## config.mk

```make
export PLATFORM = sky130hd
export DESIGN_NAME = pingpong_fetch_seq
export DESIGN_NICKNAME = d
export VERILOG_FILES = /design/src/rtl/pp_fetch_pkg.sv /design/src/rtl/pp_fetch_path.sv /design/src/rtl/pp_fetch_ctrl.sv /design/src/rtl/pingpong_fetch_seq.sv
export SDC_FILE = /design/constraint.sdc
export NUM_CORES = 1
export LEC_CHECK = 0
export ABC_AREA = 0
export CAP_MARGIN = 10
export CORE_MARGIN = 1.5
export CORE_UTILIZATION = 55
export DETAILED_ROUTE_END_ITERATION = 10
export DONT_BUFFER_PORTS = 1
export GPL_ROUTABILITY_DRIVEN = 0
export PLACE_DENSITY = 0.68
export SYNTH_ARGS = -nofsm -noshare
export SYNTH_HDL_FRONTEND = slang
export SYNTH_SLANG_ARGS = --single-unit
```

## constraint.sdc

```tcl
create_clock -name clk -period 7.35 [get_ports clk]
set_input_delay 1.1025 -clock clk [delete_from_list [all_inputs] [get_ports clk]]
set_output_delay 1.1025 -clock clk [all_outputs]
set_load 0.02 [all_outputs]
```

## src/rtl/pp_fetch_pkg.sv

```systemverilog
package pp_fetch_pkg;

  typedef enum logic [1:0] {
    LM_TABLE_DATA = 2'd0,
    LM_TABLE_ONLY = 2'd1,
    LM_DATA       = 2'd2,
    LM_DATA_ALT   = 2'd3
  } load_mode_e;

  typedef struct packed {
    logic load;    // capture a window into the working registers
    logic pickB1;  // window 1 instead of window 0 on load
    logic step;    // advance past the accepted burst
  } fetch_strobe_t;

endpackage

```

## src/rtl/pp_fetch_path.sv

```systemverilog
module pp_fetch_path
  import pp_fetch_pkg::*;
#(
  parameter int ADDR_W  = 16,
  parameter int MAX_LOG = 4
) (
  input  logic                clk,
  input  logic                rstN,
  input  fetch_strobe_t       stb,
  input  logic                active,
  input  logic [2:0]          burstCode,
  input  logic [ADDR_W-1:0]   base0,
  input  logic [ADDR_W-1:0]   ceil0,
  input  logic [ADDR_W-1:0]   base1,
  input  logic [ADDR_W-1:0]   ceil1,
  output logic [ADDR_W-1:0]   reqAddr,
  output logic [MAX_LOG:0]    reqLen,
  output logic                lastBurst
);
  localparam int LEN_W = MAX_LOG + 1;
  localparam int SPAN_W = ADDR_W + 1;

  logic [ADDR_W-1:0] curAddr, curCeil;
  logic [2:0]        effCode;
  logic [LEN_W-1:0]  burstWords;
  logic [SPAN_W-1:0] span;

  always_comb begin
    effCode    = (burstCode > 3'(MAX_LOG)) ? 3'(MAX_LOG) : burstCode;
    burstWords = LEN_W'(1) << effCode;
    span       = {1'b0, curCeil} - {1'b0, curAddr} + SPAN_W'(1);
    lastBurst  = span <= SPAN_W'(burstWords);
    reqLen     = lastBurst ? span[LEN_W-1:0] : burstWords;
    reqAddr    = curAddr;
  end

  always_ff @(posedge clk) begin
    if (!rstN) begin
      curAddr <= '0;
      curCeil <= '0;
    end else if (stb.load) begin
      curAddr <= stb.pickB1 ? base1 : base0;
      curCeil <= stb.pickB1 ? ceil1 : ceil0;
    end else if (stb.step) begin
      curAddr <= curAddr + ADDR_W'(reqLen);
    end
  end


  len_bound_chk: assert property (@(posedge clk) disable iff (!rstN)
    active |-> (reqLen != '0) && (reqLen <= burstWords));


  no_overrun_chk: assert property (@(posedge clk) disable iff (!rstN)
    active |-> ({1'b0, reqAddr} + SPAN_W'(reqLen) - SPAN_W'(1)) <= {1'b0, curCeil});

endmodule

```

## src/rtl/pp_fetch_ctrl.sv

```systemverilog
module pp_fetch_ctrl
  import pp_fetch_pkg::*;
(
  input  logic          clk,
  input  logic          rstN,
  input  logic          start,
  input  logic          dualEn,
  input  logic [1:0]    loadMode,
  input  logic          reqReady,
  input  logic          lastBurst,
  output fetch_strobe_t stb,
  output logic          reqValid,
  output logic          eof0,
  output logic          eof1,
  output logic          palDone
);
  logic       busy, tablePhase, curBuf;
  load_mode_e modeReg;
  logic       fire, passEnd, nextBuf, launch;

  always_comb begin
    launch  = !busy && start;
    fire    = busy && reqReady;
    passEnd = fire && lastBurst;
    nextBuf = dualEn && !curBuf;
    stb     = '0;
    if (launch) begin
      stb.load = 1'b1;
    end else if (fire && !lastBurst) begin
      stb.step = 1'b1;
    end else if (passEnd) begin
      if (tablePhase) begin
        stb.load = (modeReg != LM_TABLE_ONLY);
      end else begin
        stb.load   = 1'b1;
        stb.pickB1 = nextBuf;
      end
    end
    reqValid = busy;
  end

  always_ff @(posedge clk) begin
    if (!rstN) begin
      busy       <= 1'b0;
      tablePhase <= 1'b0;
      curBuf     <= 1'b0;
      modeReg    <= LM_DATA;
      eof0       <= 1'b0;
      eof1       <= 1'b0;
      palDone    <= 1'b0;
    end else begin
      eof0    <= 1'b0;
      eof1    <= 1'b0;
      palDone <= 1'b0;
      if (launch) begin
        busy       <= 1'b1;
        modeReg    <= load_mode_e'(loadMode);
        tablePhase <= (loadMode == LM_TABLE_DATA) || (loadMode == LM_TABLE_ONLY);
        curBuf     <= 1'b0;
      end else if (passEnd) begin
        if (tablePhase) begin
          palDone    <= 1'b1;
          tablePhase <= 1'b0;
          curBuf     <= 1'b0;
          if (modeReg == LM_TABLE_ONLY) busy <= 1'b0;
        end else begin
          eof0   <= !curBuf;
          eof1   <= curBuf;
          curBuf <= nextBuf;
        end
      end
    end
  end


  evt_excl_chk: assert property (@(posedge clk) disable iff (!rstN)
    $onehot0({eof0, eof1, palDone}));


  table_only_stop_chk: assert property (@(posedge clk) disable iff (!rstN)
    (palDone && modeReg == LM_TABLE_ONLY) |-> !reqValid);


  single_no_eof1_chk: assert property (@(posedge clk) disable iff (!rstN)
    (passEnd && !tablePhase && !dualEn) |=> !curBuf);

endmodule

```

## src/rtl/pingpong_fetch_seq.sv

```systemverilog
module pingpong_fetch_seq
  import pp_fetch_pkg::*;
#(
  parameter int ADDR_W  = 16,
  parameter int MAX_LOG = 4
) (
  input  logic              clk,
  input  logic              rstN,
  input  logic              start,
  input  logic              dualEn,
  input  logic [1:0]        loadMode,
  input  logic [2:0]        burstCode,
  input  logic [ADDR_W-1:0] base0,
  input  logic [ADDR_W-1:0] ceil0,
  input  logic [ADDR_W-1:0] base1,
  input  logic [ADDR_W-1:0] ceil1,
  input  logic              reqReady,
  output logic              reqValid,
  output logic [ADDR_W-1:0] reqAddr,
  output logic [MAX_LOG:0]  reqLen,
  output logic              eof0,
  output logic              eof1,
  output logic              palDone
);
  fetch_strobe_t stb;
  logic          lastBurst;

  pp_fetch_ctrl u_ctrl (
    .clk(clk), .rstN(rstN), .start(start), .dualEn(dualEn),
    .loadMode(loadMode), .reqReady(reqReady), .lastBurst(lastBurst),
    .stb(stb), .reqValid(reqValid), .eof0(eof0), .eof1(eof1),
    .palDone(palDone)
  );

  pp_fetch_path #(.ADDR_W(ADDR_W), .MAX_LOG(MAX_LOG)) u_path (
    .clk(clk), .rstN(rstN), .stb(stb), .active(reqValid),
    .burstCode(burstCode), .base0(base0), .ceil0(ceil0),
    .base1(base1), .ceil1(ceil1), .reqAddr(reqAddr),
    .reqLen(reqLen), .lastBurst(lastBurst)
  );


  hold_chk: assert property (@(posedge clk) disable iff (!rstN)
    (reqValid && !reqReady) |=> reqValid && $stable(reqAddr) && $stable(reqLen));


  idle_after_reset_chk: assert property (@(posedge clk)
    !rstN |=> !reqValid && !eof0 && !eof1 && !palDone);

endmodule

```

==> metrics.md, run 1 <==
| Metric | Value |
|---|---|
| Outcome | `finished with violations` |
| Failing checks | `design-rule violations` |
| Initial antenna violation count | `0` |
| Ranking of synthesized cells by area | `dfxtp_1 (21%), ha_1 (14%), mux2i_1 (5.9%)` |
| Kind of cell adding the most delay to the critical path | `adder cells` |
| Req. time, crit path | `~7.5 ns` |
| DRT Pass-1 Iters | `7` |
| Largest net degree at the start of global routing | `38` |
| Initial core utilization | `0.581` |
| Total number of vias | `approximately 3,300` |
| Total routed wirelength | `8.86 mm` |
| Critical path arrival | `approximately 6.9 ns` |
| Synthesis warning total | `0` |
| Mapped Nets | `567` |
| PD cells | `roughly 190 nW/um^2` |
| Layout cells sized above 1 | `0.111` |
| Crit share post-route | `0.909` |
| PortBufs | `0` |
| Number of synthesized register bits | `40` |
| Final clock skew | `~0.014 ns` |
| Utilization after layout | `0.591` |
| DRT antenna net count | `0` |
| Crit Path Class | `flip-flop to flip-flop` |
| Hold-fix buffers at CTS | `0` |
| Clock slew at reported path FFs | `about 0.10 ns` |
| Slowest Stage Delay on Critical Path | `0.55 ns` |
| Leak Pwr | `about 0.0015 uW` |
| CTS H-tree lvls | `2` |
| Slew headroom | `0.380` |
| Critical Path Fanout Max | `11` |
| Synth Instances | `between 400 and 500` |
| Number of cell rows | `29` |
| Setup TNS | `0 ns` |
| Syn avg cell area | `approximately 8.3 sq um` |
| Worst-Margin Slew | `roughly 0.93 ns` |
| Post-Synth Adder-Cell Area | `0.147` |
| Post-synth design cell area | `3750 sq um` |
| CP Capture Type | `flip-flop` |
| Synth-to-layout area growth | `1.80%` |
| Largest family of logic cells by synthesized area | `compound AO/OA/AOI/OAI gates` |
| Routed WL per cell | `around 17 um` |
| Diode count | `0` |
| Core area | `6460 sq um` |
| Grt total ovfl | `0` |
| DIE HEIGHT | `between 80 and 90 um` |
| RSZ-0062 raised after global routing | `false` |
| Final setup violation count | `0` |
| Worst IR drop on VDD | `about 90 uV` |
| Compound-Gate Fraction of Synth Area | `0.261` |
| Drt drc | `1` |
| Minimum hold slack | `roughly 0.47 ns` |
| Pre-CTS setup slack | `between 0.7 and 0.8 ns` |
| Final Critical Period | `~6.7 ns` |
| Inst Count DP | `between 500 and 600` |
| Most used DFF post-synth | `dfxtp_1` |
| Max clock buf depth | `2` |
| Synth top cells by count | `nor2_1 (46), ha_1 (41), dfxtp_1 (40)` |
| CTS Buf Count | `5` |
| Mux cell area share after synthesis | `0.104` |
| Final setup margin | `approximately 0.67 ns` |
| Post-synth EDFFs | `0` |
| Worst-Skew Late Latency | `0.31 ns` |
| Final hold violation count | `0` |
| Die X | `between 80 and 90 um` |
| Fmax | `150 MHz` |
| Xor and xnor area share after synthesis | `0.00934` |
| Die area | `around 7300 sq um` |
| I/O pin cnt | `99` |
| Share of the synthesized area in the top cell type | `0.213` |
| Final nets | `557` |
| Slew Viols, Final | `0` |
| Number of global-route vias before repair | `roughly 3,100` |
| CP bufs+invs | `3` |
| CTS root buf | `clkbuf_8` |
| Gr usage total | `0.249` |
| Hold Path Class | `flip-flop to flip-flop` |
| Max cap viols | `0` |
| DRT iter0 DRCs | `around 140` |
| Library cells used by synthesis | `63` |
| CTS tree | `built` |
| Post-route insts no fill | `518` |
| Post-synth ARST share | `0` |
| Sink Count | `40` |
| HPWL Detailed | `6.75 mm` |
| Number of setup buffers added after CTS | `0` |
| Slowest CP cell | `dfxtp_1` |
| Startpoint class of the critical path | `flip-flop` |
| PostCTS Resize Cnt | `0` |
| First-pass GRT wire length | `~15 mm` |
| Simple-gate share of the synthesized area | `0.191` |
| Most frequent cell after synthesis | `nor2_1` |
| Register area share after synthesis | `0.213` |
| Top cell type by total area after synthesis | `dfxtp_1` |
| Vias/cell | `approximately 6.4` |
==> routing by layer <==
layer,up-vias,routed length [um],GRT usage
li1,1654,-,-
met3,9,501,0.0491
met2,102,4050,0.401
met5,-,0,0
met4,0,150,0.0762
met1,1540,4160,0.338
==> worst reg2reg max path, stage by stage, from the launching register on <==
cell and delay (ns):
dfxtp_1 0.55, ha_1 0.30, inv_1 0.06, ha_1 0.18, inv_1 0.06, fa_1 0.43
xnor2_1 0.24, ha_1 0.29, a21oi_1 0.14, a21boi_0 0.10, o32a_1 0.35, nor4_1 0.36
nand4_1 0.20, nor4_2 0.29, buf_4 0.21, mux2_2 0.42, ha_1 0.24, fa_1 0.41
a21o_1 0.18, a21oi_1 0.19, nor2b_1 0.08, o21a_1 0.20, and3_1 0.21, and3_1 0.21
and3_1 0.22, and3_1 0.19, a32oi_1 0.19, a21oi_1 0.08
==> metrics by stage <==
stage | instance area, sq um | power [uW]
after global placement | 3730 | 569
after floorplan | 3750 | 511
after global routing | 3820 | 781
final | 3820 | 730
after detailed placement | 3730 | 572
after CTS | 3820 | 730
==> cells in the final DEF, fill, tap and decap left out, types with 3 or more instances in the layout <==
master	Yosys	final
clkbuf_8	0	5
nand3_1	10	10
nand2_1	24	24
a211oi_2	10	10
inv_1	29	29
buf_4	4	6
and3_1	7	7
ha_1	41	41
a211oi_1	13	13
a21oi_1	29	29
nor3_1	11	11
nor2_1	46	46
mux2i_1	22	22
or3b_2	4	4
a21o_1	9	9
mux2_2	9	9
o21ai_1	10	10
o211ai_1	4	4
o21a_1	3	3
nand2b_1	6	6
o21ai_0	18	18
nor2b_1	8	8
mux2_1	6	6
xnor2_1	3	3
a32oi_1	11	11
nand4_1	5	5
dfxtp_1	40	40
nand3b_1	5	5
a31oi_1	3	3
==> report_power, final <==
part           switching (uW)  total (uW)  internal (uW)
clock                    90.4         158           67.4
combinational             186         319            134
sequential               22.3         254            231
total                     298         730            432
==> cell families after synthesis <==
| logic type | count (synthesis) |
|---|---|
| flops | 40 |
| buf+inv | 52 |
| simple gates | 140 |
| mux | 37 |
| compound gates | 134 |
| xor+xnor | 4 |
| fa+ha+maj | 43 |
==> final timing paths <==
kind | startpoint | end | slack, ns | cells past startpoint
worst min register to register | u_ctrl.modeReg[0] | u_ctrl.modeReg[0] | 0.47 | 2
worst max-delay path | u_path.reqAddr[1] | u_path.reqAddr[14] | 0.67 | 27
worst max register to register | u_path.reqAddr[1] | u_path.reqAddr[14] | 0.67 | 27
worst min-delay path | u_ctrl.modeReg[0] | u_ctrl.modeReg[0] | 0.47 | 2
==> final cells by class <==
type	instances	area, sq um
clock inverter	3	23.8
multi-input combinational	358	2680
timing repair buffer	6	45.0
inverter	29	109
sequential	40	801
clock buffer	5	68.8
fill	611	2640
tap	77	96.3
(Power assumes the default switching activity.)
==> inputs of run 2 (changes only) <==
- CAP_MARGIN: 10 -> default
- PLACE_DENSITY: 0.68 -> 0.67
==> run 2 against run 1 <==
Largest power group unchanged. Power is 0.42% higher. Worst hold slack gained 0.015 ns. Clock skew fell by 0.0021 ns. Non-clock buffer count is 1 higher. Routed wire length up 0.58%. Critical endpoint unchanged. Die area unchanged. Critical path depth unchanged. The run still ends with design-rule violations left. Register-to-register slack worse by 0.03 ns.
==> metrics.md, run 2 (synthesized netlist as in run 1, its figures left out) <==
| Metric | Value |
|---|---|
| Combinational power share | `0.437 (about the same)` |
| DIE HEIGHT | `85.6 um (unchanged)` |
| Failing checks | `design-rule violations` |
| Routed WL per cell | `17.2 um (+0.38%)` |
| First-pass GRT wire length | `14.3 mm (-3.5%)` |
| Switching pwr | `293 uW (-1.6%)` |
| Worst IR drop on VDD | `97.3 uV (+7.8%)` |
| Int Pwr | `440 uW (+1.8%)` |
| Die X | `85.6 um (unchanged)` |
| CTS tree | `built` |
| Clock slew at reported path FFs | `0.09 ns (about the same)` |
| Most frequent cells in the layout | `nor2_1 (46), ha_1 (41), dfxtp_1 (40)` |
| Req. time, crit path | `7.53 ns (about the same)` |
| Die area | `7330 sq um (unchanged)` |
| Sw Share | `0.400 (-0.00836)` |
| Cell Area, Placed | `3730 sq um (+0.20%)` |
| Most common cell after layout, fill and taps aside | `nor2_1` |
| Max clock buf depth | `2 (unchanged)` |
| Total routed wirelength | `8.92 mm (+0.58%)` |
| Largest net degree at the start of global routing | `37 (-2.6%)` |
| RSZ-0062 raised after global routing | `false` |
| PostCTS Resize Cnt | `0 (unchanged)` |
| Utilization after layout | `0.593 (+0.00116)` |
| Fmax | `149 MHz (-0.49%)` |
| HPWL Detailed | `6.82 mm (+1.0%)` |
| DRT iter0 DRCs | `132 (-2.2%)` |
| I/O pin cnt | `99 (unchanged)` |
| Diode count | `0 (unchanged)` |
| Initial core utilization | `0.581 (unchanged)` |
| Initial antenna violation count | `0 (unchanged)` |
| Crit share post-route | `0.913 (+0.00447)` |
| Synth-to-layout area growth | `2.00%` |
| CP Capture Type | `flip-flop` |
| Final hold violation count | `0 (unchanged)` |
| Critical Path Fanout Max | `11 (unchanged)` |
| Leak Pwr | `0.00151 uW (+1.1%)` |
| Worst-Margin Slew | `0.878 ns (-0.0515 ns)` |
| Worst-Skew Late Latency | `0.30 ns (about the same)` |
| Vias/cell | `6.41 (+0.50%)` |
| Sequential share of power | `0.346 (about the same)` |
| Setup TNS | `0 ns (unchanged)` |
| Number of cell rows | `29 (unchanged)` |
| Critical path arrival | `6.89 ns (+0.02 ns)` |
| Total number of vias | `3,328 (+0.70%)` |
| Post-Layout Inst Area | `3830 sq um (+0.20%)` |
| Crit Path Class | `flip-flop to flip-flop` |
| Inst Count DP | `511 (+0.20%)` |
| Drt drc | `1 (unchanged)` |
| Slew Viols, Final | `0 (unchanged)` |
| PortBufs | `0 (unchanged)` |
| Number of setup buffers added after CTS | `0 (unchanged)` |
| CTS Buf Count | `5 (unchanged)` |
| Final setup violation count | `0 (unchanged)` |
| Gr usage total | `0.241 (-0.00845)` |
| CTS root buf | `clkbuf_8` |
| Core area | `6460 sq um (unchanged)` |
| Max cap viols | `0 (unchanged)` |
| Fillcell total | `594 (-2.8%)` |
| Clk pwr share | `0.217 (about the same)` |
| PD cells | `192 nW/um^2 (+0.22%)` |
| Hold Path Class | `flip-flop to flip-flop` |
| Hold-fix buffers at CTS | `0 (unchanged)` |
| Startpoint class of the critical path | `flip-flop` |
| DRT antenna net count | `0 (unchanged)` |
| Sink Count | `40 (unchanged)` |
| Post-route insts no fill | `519 (+0.19%)` |
| CTS H-tree lvls | `2 (unchanged)` |
| Outcome | `finished with violations` |
| Final Critical Period | `6.71 ns (+0.0328 ns)` |
| Pwr Total | `733 uW (+0.42%)` |
| DRT Pass-1 Iters | `8 (+1)` |
| Final nets | `558 (+0.18%)` |
| Final clock skew | `0.0120 ns (-0.00211 ns)` |
| Slew headroom | `0.409 (+0.0281)` |
| Number of global-route vias before repair | `2,994 (-3.5%)` |
| Layout cells sized above 1 | `0.113 (+0.00201)` |
| Grt total ovfl | `0 (unchanged)` |
[run 2: power groups by stage]
stage	clock, uW	combinational [uW]	sequential (uW)
finish	159	320	254
global route	171	356	256
CTS	160	316	253
detailed placement	0	313	258
global placement	0	312	258
floorplan	0	257	254
[run 2: worst paths after layout]
kind,start,end,slack [ns],cells after the start
setup / recovery,u_path.reqAddr[1],u_path.reqAddr[14],0.64,27
hold / removal,u_ctrl.modeReg[0],u_ctrl.modeReg[0],0.48,2
setup reg to reg,u_path.reqAddr[1],u_path.reqAddr[14],0.64,27
hold reg to reg,u_ctrl.modeReg[0],u_ctrl.modeReg[0],0.48,2
[run 2: critical path, stage by stage, from the launching register on]
cell	delay [ns]
dfxtp_1	0.55
ha_1	0.30
inv_1	0.06
ha_1	0.18
inv_1	0.07
fa_1	0.44
xnor2_1	0.24
ha_1	0.29
a21oi_1	0.15
a21boi_0	0.09
o32a_1	0.35
nor4_1	0.35
nand4_1	0.19
nor4_2	0.30
buf_4	0.22
mux2_2	0.42
ha_1	0.23
fa_1	0.41
a21o_1	0.18
a21oi_1	0.17
nor2b_1	0.09
o21a_1	0.20
and3_1	0.22
and3_1	0.21
and3_1	0.22
and3_1	0.19
a32oi_1	0.20
a21oi_1	0.08
[run 2: per-layer routing]
layer / GRT usage / routed length [um] / share of wire / vias up
met5: 0 / 0 / 0 / -
met4: 0.0601 / 95 / 0.011 / 0
met3: 0.0472 / 630 / 0.071 / 12
met2: 0.379 / 3990 / 0.45 / 129
met1: 0.339 / 4200 / 0.47 / 1532
li1: - / - / - / 1655
[run 2: per-stage QoR]
stage / setup slack, ns / hold WS [ns]
after global routing: 0.301 / 0.509
final: 0.638 / 0.484
after floorplan: 1.15 / 0.436
after detailed placement: 0.685 / 0.466
after CTS: 0.662 / 0.479
after global placement: 0.816 / 0.455
[run 2: cell type report]
type | instances | area, sq um | area share
Inverter | 29 | 109 | 0.0284
Multi-Input combinational cell | 358 | 2680 | 0.699
Clock buffer | 6 | 82.6 | 0.0216
Tap cell | 77 | 96.3 | 0.0252
Clock inverter | 2 | 10.0 | 0.00262
Sequential cell | 40 | 801 | 0.209
Timing Repair Buffer | 7 | 52.6 | 0.0137
==> inputs of run 3 (changes only) <==
- CORE_UTILIZATION: 55 -> 57
- PLACE_DENSITY: 0.67 -> 0.69
==> run 3 against run 2 <==
The run now ends clean. Sequential share of layout area stayed put. Clock power barely moved. First-iteration DRC count up 64%. Worst hold slack worse by 0.0073 ns. Routed wire length up 1.1%. Sequential power barely moved. Flip-flop and latch count did not move. Via count stayed put. Critical path depth unchanged. Global-route usage up 1.4 points. Die area decreased by 3.4%. Largest power group unchanged.
==> metrics.md, run 3 (synthesized netlist as in run 1, its figures left out) <==
| Metric | Value |
|---|---|
| Number of cell rows | `29 (unchanged)` |
| Fillcell total | `581 (-2.2%)` |
| Fmax | `150 MHz (+0.70%)` |
| Vias/cell | `6.41 (unchanged)` |
| Critical path arrival | `6.84 ns (-0.05 ns)` |
| CTS Buf Count | `5 (unchanged)` |
| Number of global-route vias before repair | `3,072 (+2.6%)` |
| Final clock skew | `0.00298 ns (-0.00897 ns)` |
| PD cells | `192 nW/um^2 (about the same)` |
| Clk pwr share | `0.216 (about the same)` |
| Most frequent cells in the layout | `nor2_1 (46), ha_1 (41), dfxtp_1 (40)` |
| CTS root buf | `clkbuf_8` |
| Setup TNS | `0 ns (unchanged)` |
| Slew Viols, Final | `0 (unchanged)` |
| Initial antenna violation count | `0 (unchanged)` |
| Core area | `6350 sq um (-1.7%)` |
| Final setup violation count | `0 (unchanged)` |
| Max clock buf depth | `2 (unchanged)` |
| DRT antenna net count | `0 (unchanged)` |
| I/O pin cnt | `99 (unchanged)` |
| Drt drc | `0 (-1)` |
| Layout cells sized above 1 | `0.113 (unchanged)` |
| Largest net degree at the start of global routing | `35 (-5.4%)` |
| FF-to-FF setup slack | `0.68 ns (+0.05 ns)` |
| RSZ-0062 raised after global routing | `false` |
| Combinational power share | `0.439 (+0.002)` |
| Crit share post-route | `0.907 (-0.00636)` |
| CTS tree | `built` |
| Worst IR drop on VDD | `100 uV (+2.9%)` |
| Synth-to-layout area growth | `2.00% (unchanged)` |
| PortBufs | `0 (unchanged)` |
| Clock slew at reported path FFs | `0.08 ns (about the same)` |
| DRT Pass-1 Iters | `4 (-4)` |
| Most common cell after layout, fill and taps aside | `nor2_1` |
| Gr usage total | `0.255 (+0.0142)` |
| Number of setup buffers added after CTS | `0 (unchanged)` |
| First-pass GRT wire length | `14.7 mm (+2.9%)` |
| Crit Path Class | `flip-flop to flip-flop` |
| Worst-Skew Late Latency | `0.30 ns (about the same)` |
| Sink Count | `40 (unchanged)` |
| Initial core utilization | `0.591 (+0.00996)` |
| Req. time, crit path | `7.53 ns (about the same)` |
| Die area | `7080 sq um (-3.4%)` |
| Final nets | `558 (unchanged)` |
| Minimum hold slack | `0.477 ns (-0.00731 ns)` |
| Switching pwr | `293 uW (-0.10%)` |
| Hold-fix buffers at CTS | `0 (unchanged)` |
| Total number of vias | `3,328 (unchanged)` |
| Worst-Margin Slew | `0.896 ns (+0.0178 ns)` |
| Die X | `84.1 um (-1.7%)` |
| Final Critical Period | `6.67 ns (-0.0468 ns)` |
| Sw Share | `0.400 (-0.000427)` |
| HPWL Detailed | `6.91 mm (+1.4%)` |
| Total routed wirelength | `9.01 mm (+1.1%)` |
| DIE HEIGHT | `84.1 um (-1.7%)` |
| Hold Path Class | `flip-flop to flip-flop` |
| Outcome | `completed` |
| DRT iter0 DRCs | `217 (+64%)` |
| Diode count | `0 (unchanged)` |
| Leak Pwr | `0.00151 uW (unchanged)` |
| Grt total ovfl | `0 (unchanged)` |
| Critical Path Fanout Max | `11 (unchanged)` |
| CP Capture Type | `flip-flop` |
| CTS H-tree lvls | `2 (unchanged)` |
| Slew headroom | `0.397 (-0.0120)` |
| Sequential share of power | `0.345 (about the same)` |
| Final hold violation count | `0 (unchanged)` |
| Startpoint class of the critical path | `flip-flop` |
| Int Pwr | `440 uW (about the same)` |
| Max cap viols | `0 (unchanged)` |
| Routed WL per cell | `17.4 um (+1.1%)` |
| PostCTS Resize Cnt | `0 (unchanged)` |
run 3: cell counts in the layout (fill, tap and decap cells not counted):
Identical to the previous run, type by type.
run 3: power groups by stage:
| stage | Clock, uW | Combinational, uW | Sequential, uW |
|---|---|---|---|
| 2_1_floorplan | 0 | 257 | 254 |
| 3_3_place_gp | 0 | 311 | 258 |
| 3_5_place_dp | 0 | 315 | 258 |
| 4_1_cts | 162 | 318 | 253 |
| 5_1_grt | 170 | 358 | 256 |
| 6_report | 158 | 322 | 253 |
run 3: layout make-up:
type                       count  area [sq um]  share of cell area
multi-input combinational    358          2680               0.699
sequential                    40           801               0.209
clock inverter                 2          10.0             0.00262
tap                           77          96.3              0.0252
inverter                      29           109              0.0284
timing repair buffer           7          52.6              0.0137
clock buffer                   6          82.6              0.0216
run 3: stage by stage:
| step | utilization | area (sq um) | worst slack (ns) | power (uW) | std cells |
|---|---|---|---|---|---|
| global placement | 0.588 | 3730 | 0.837 | 569 | 511 |
| global route | 0.603 | 3830 | 0.327 | 784 | 519 |
| finish | 0.603 | 3830 | 0.685 | 733 | 519 |
| detailed placement | 0.588 | 3730 | 0.754 | 574 | 511 |
| floorplan | - | 3750 | 1.15 | 511 | 450 |
| CTS | 0.603 | 3830 | 0.724 | 734 | 519 |
run 3: worst max-delay path, stage by stage (launching register included):
cell	delay (ns)
dfxtp_1	0.55
ha_1	0.30
inv_1	0.06
ha_1	0.18
inv_1	0.06
fa_1	0.43
xnor2_1	0.24
ha_1	0.29
a21oi_1	0.14
a21boi_0	0.10
o32a_1	0.34
nor4_1	0.37
nand4_1	0.20
nor4_2	0.29
buf_4	0.21
mux2_2	0.41
ha_1	0.23
fa_1	0.41
a21o_1	0.18
a21oi_1	0.17
nor2b_1	0.08
o21a_1	0.21
and3_1	0.21
and3_1	0.21
and3_1	0.23
and3_1	0.19
a32oi_1	0.18
a21oi_1	0.08
run 3: worst paths after layout:
check	start	endpoint	depth (start not counted)
worst min register to register	u_ctrl.curBuf	u_ctrl.eof0	1
worst max register to register	u_path.reqAddr[1]	u_path.reqAddr[14]	27
worst max-delay path	u_path.reqAddr[1]	u_path.reqAddr[14]	27
worst min-delay path	u_ctrl.curBuf	u_ctrl.eof0	1
run 3: metal layers:
metal,part of all wire,GRT usage
met1,0.45,0.340
met2,0.45,0.399
met3,0.077,0.0639
met4,0.023,0.0969
met5,0,0
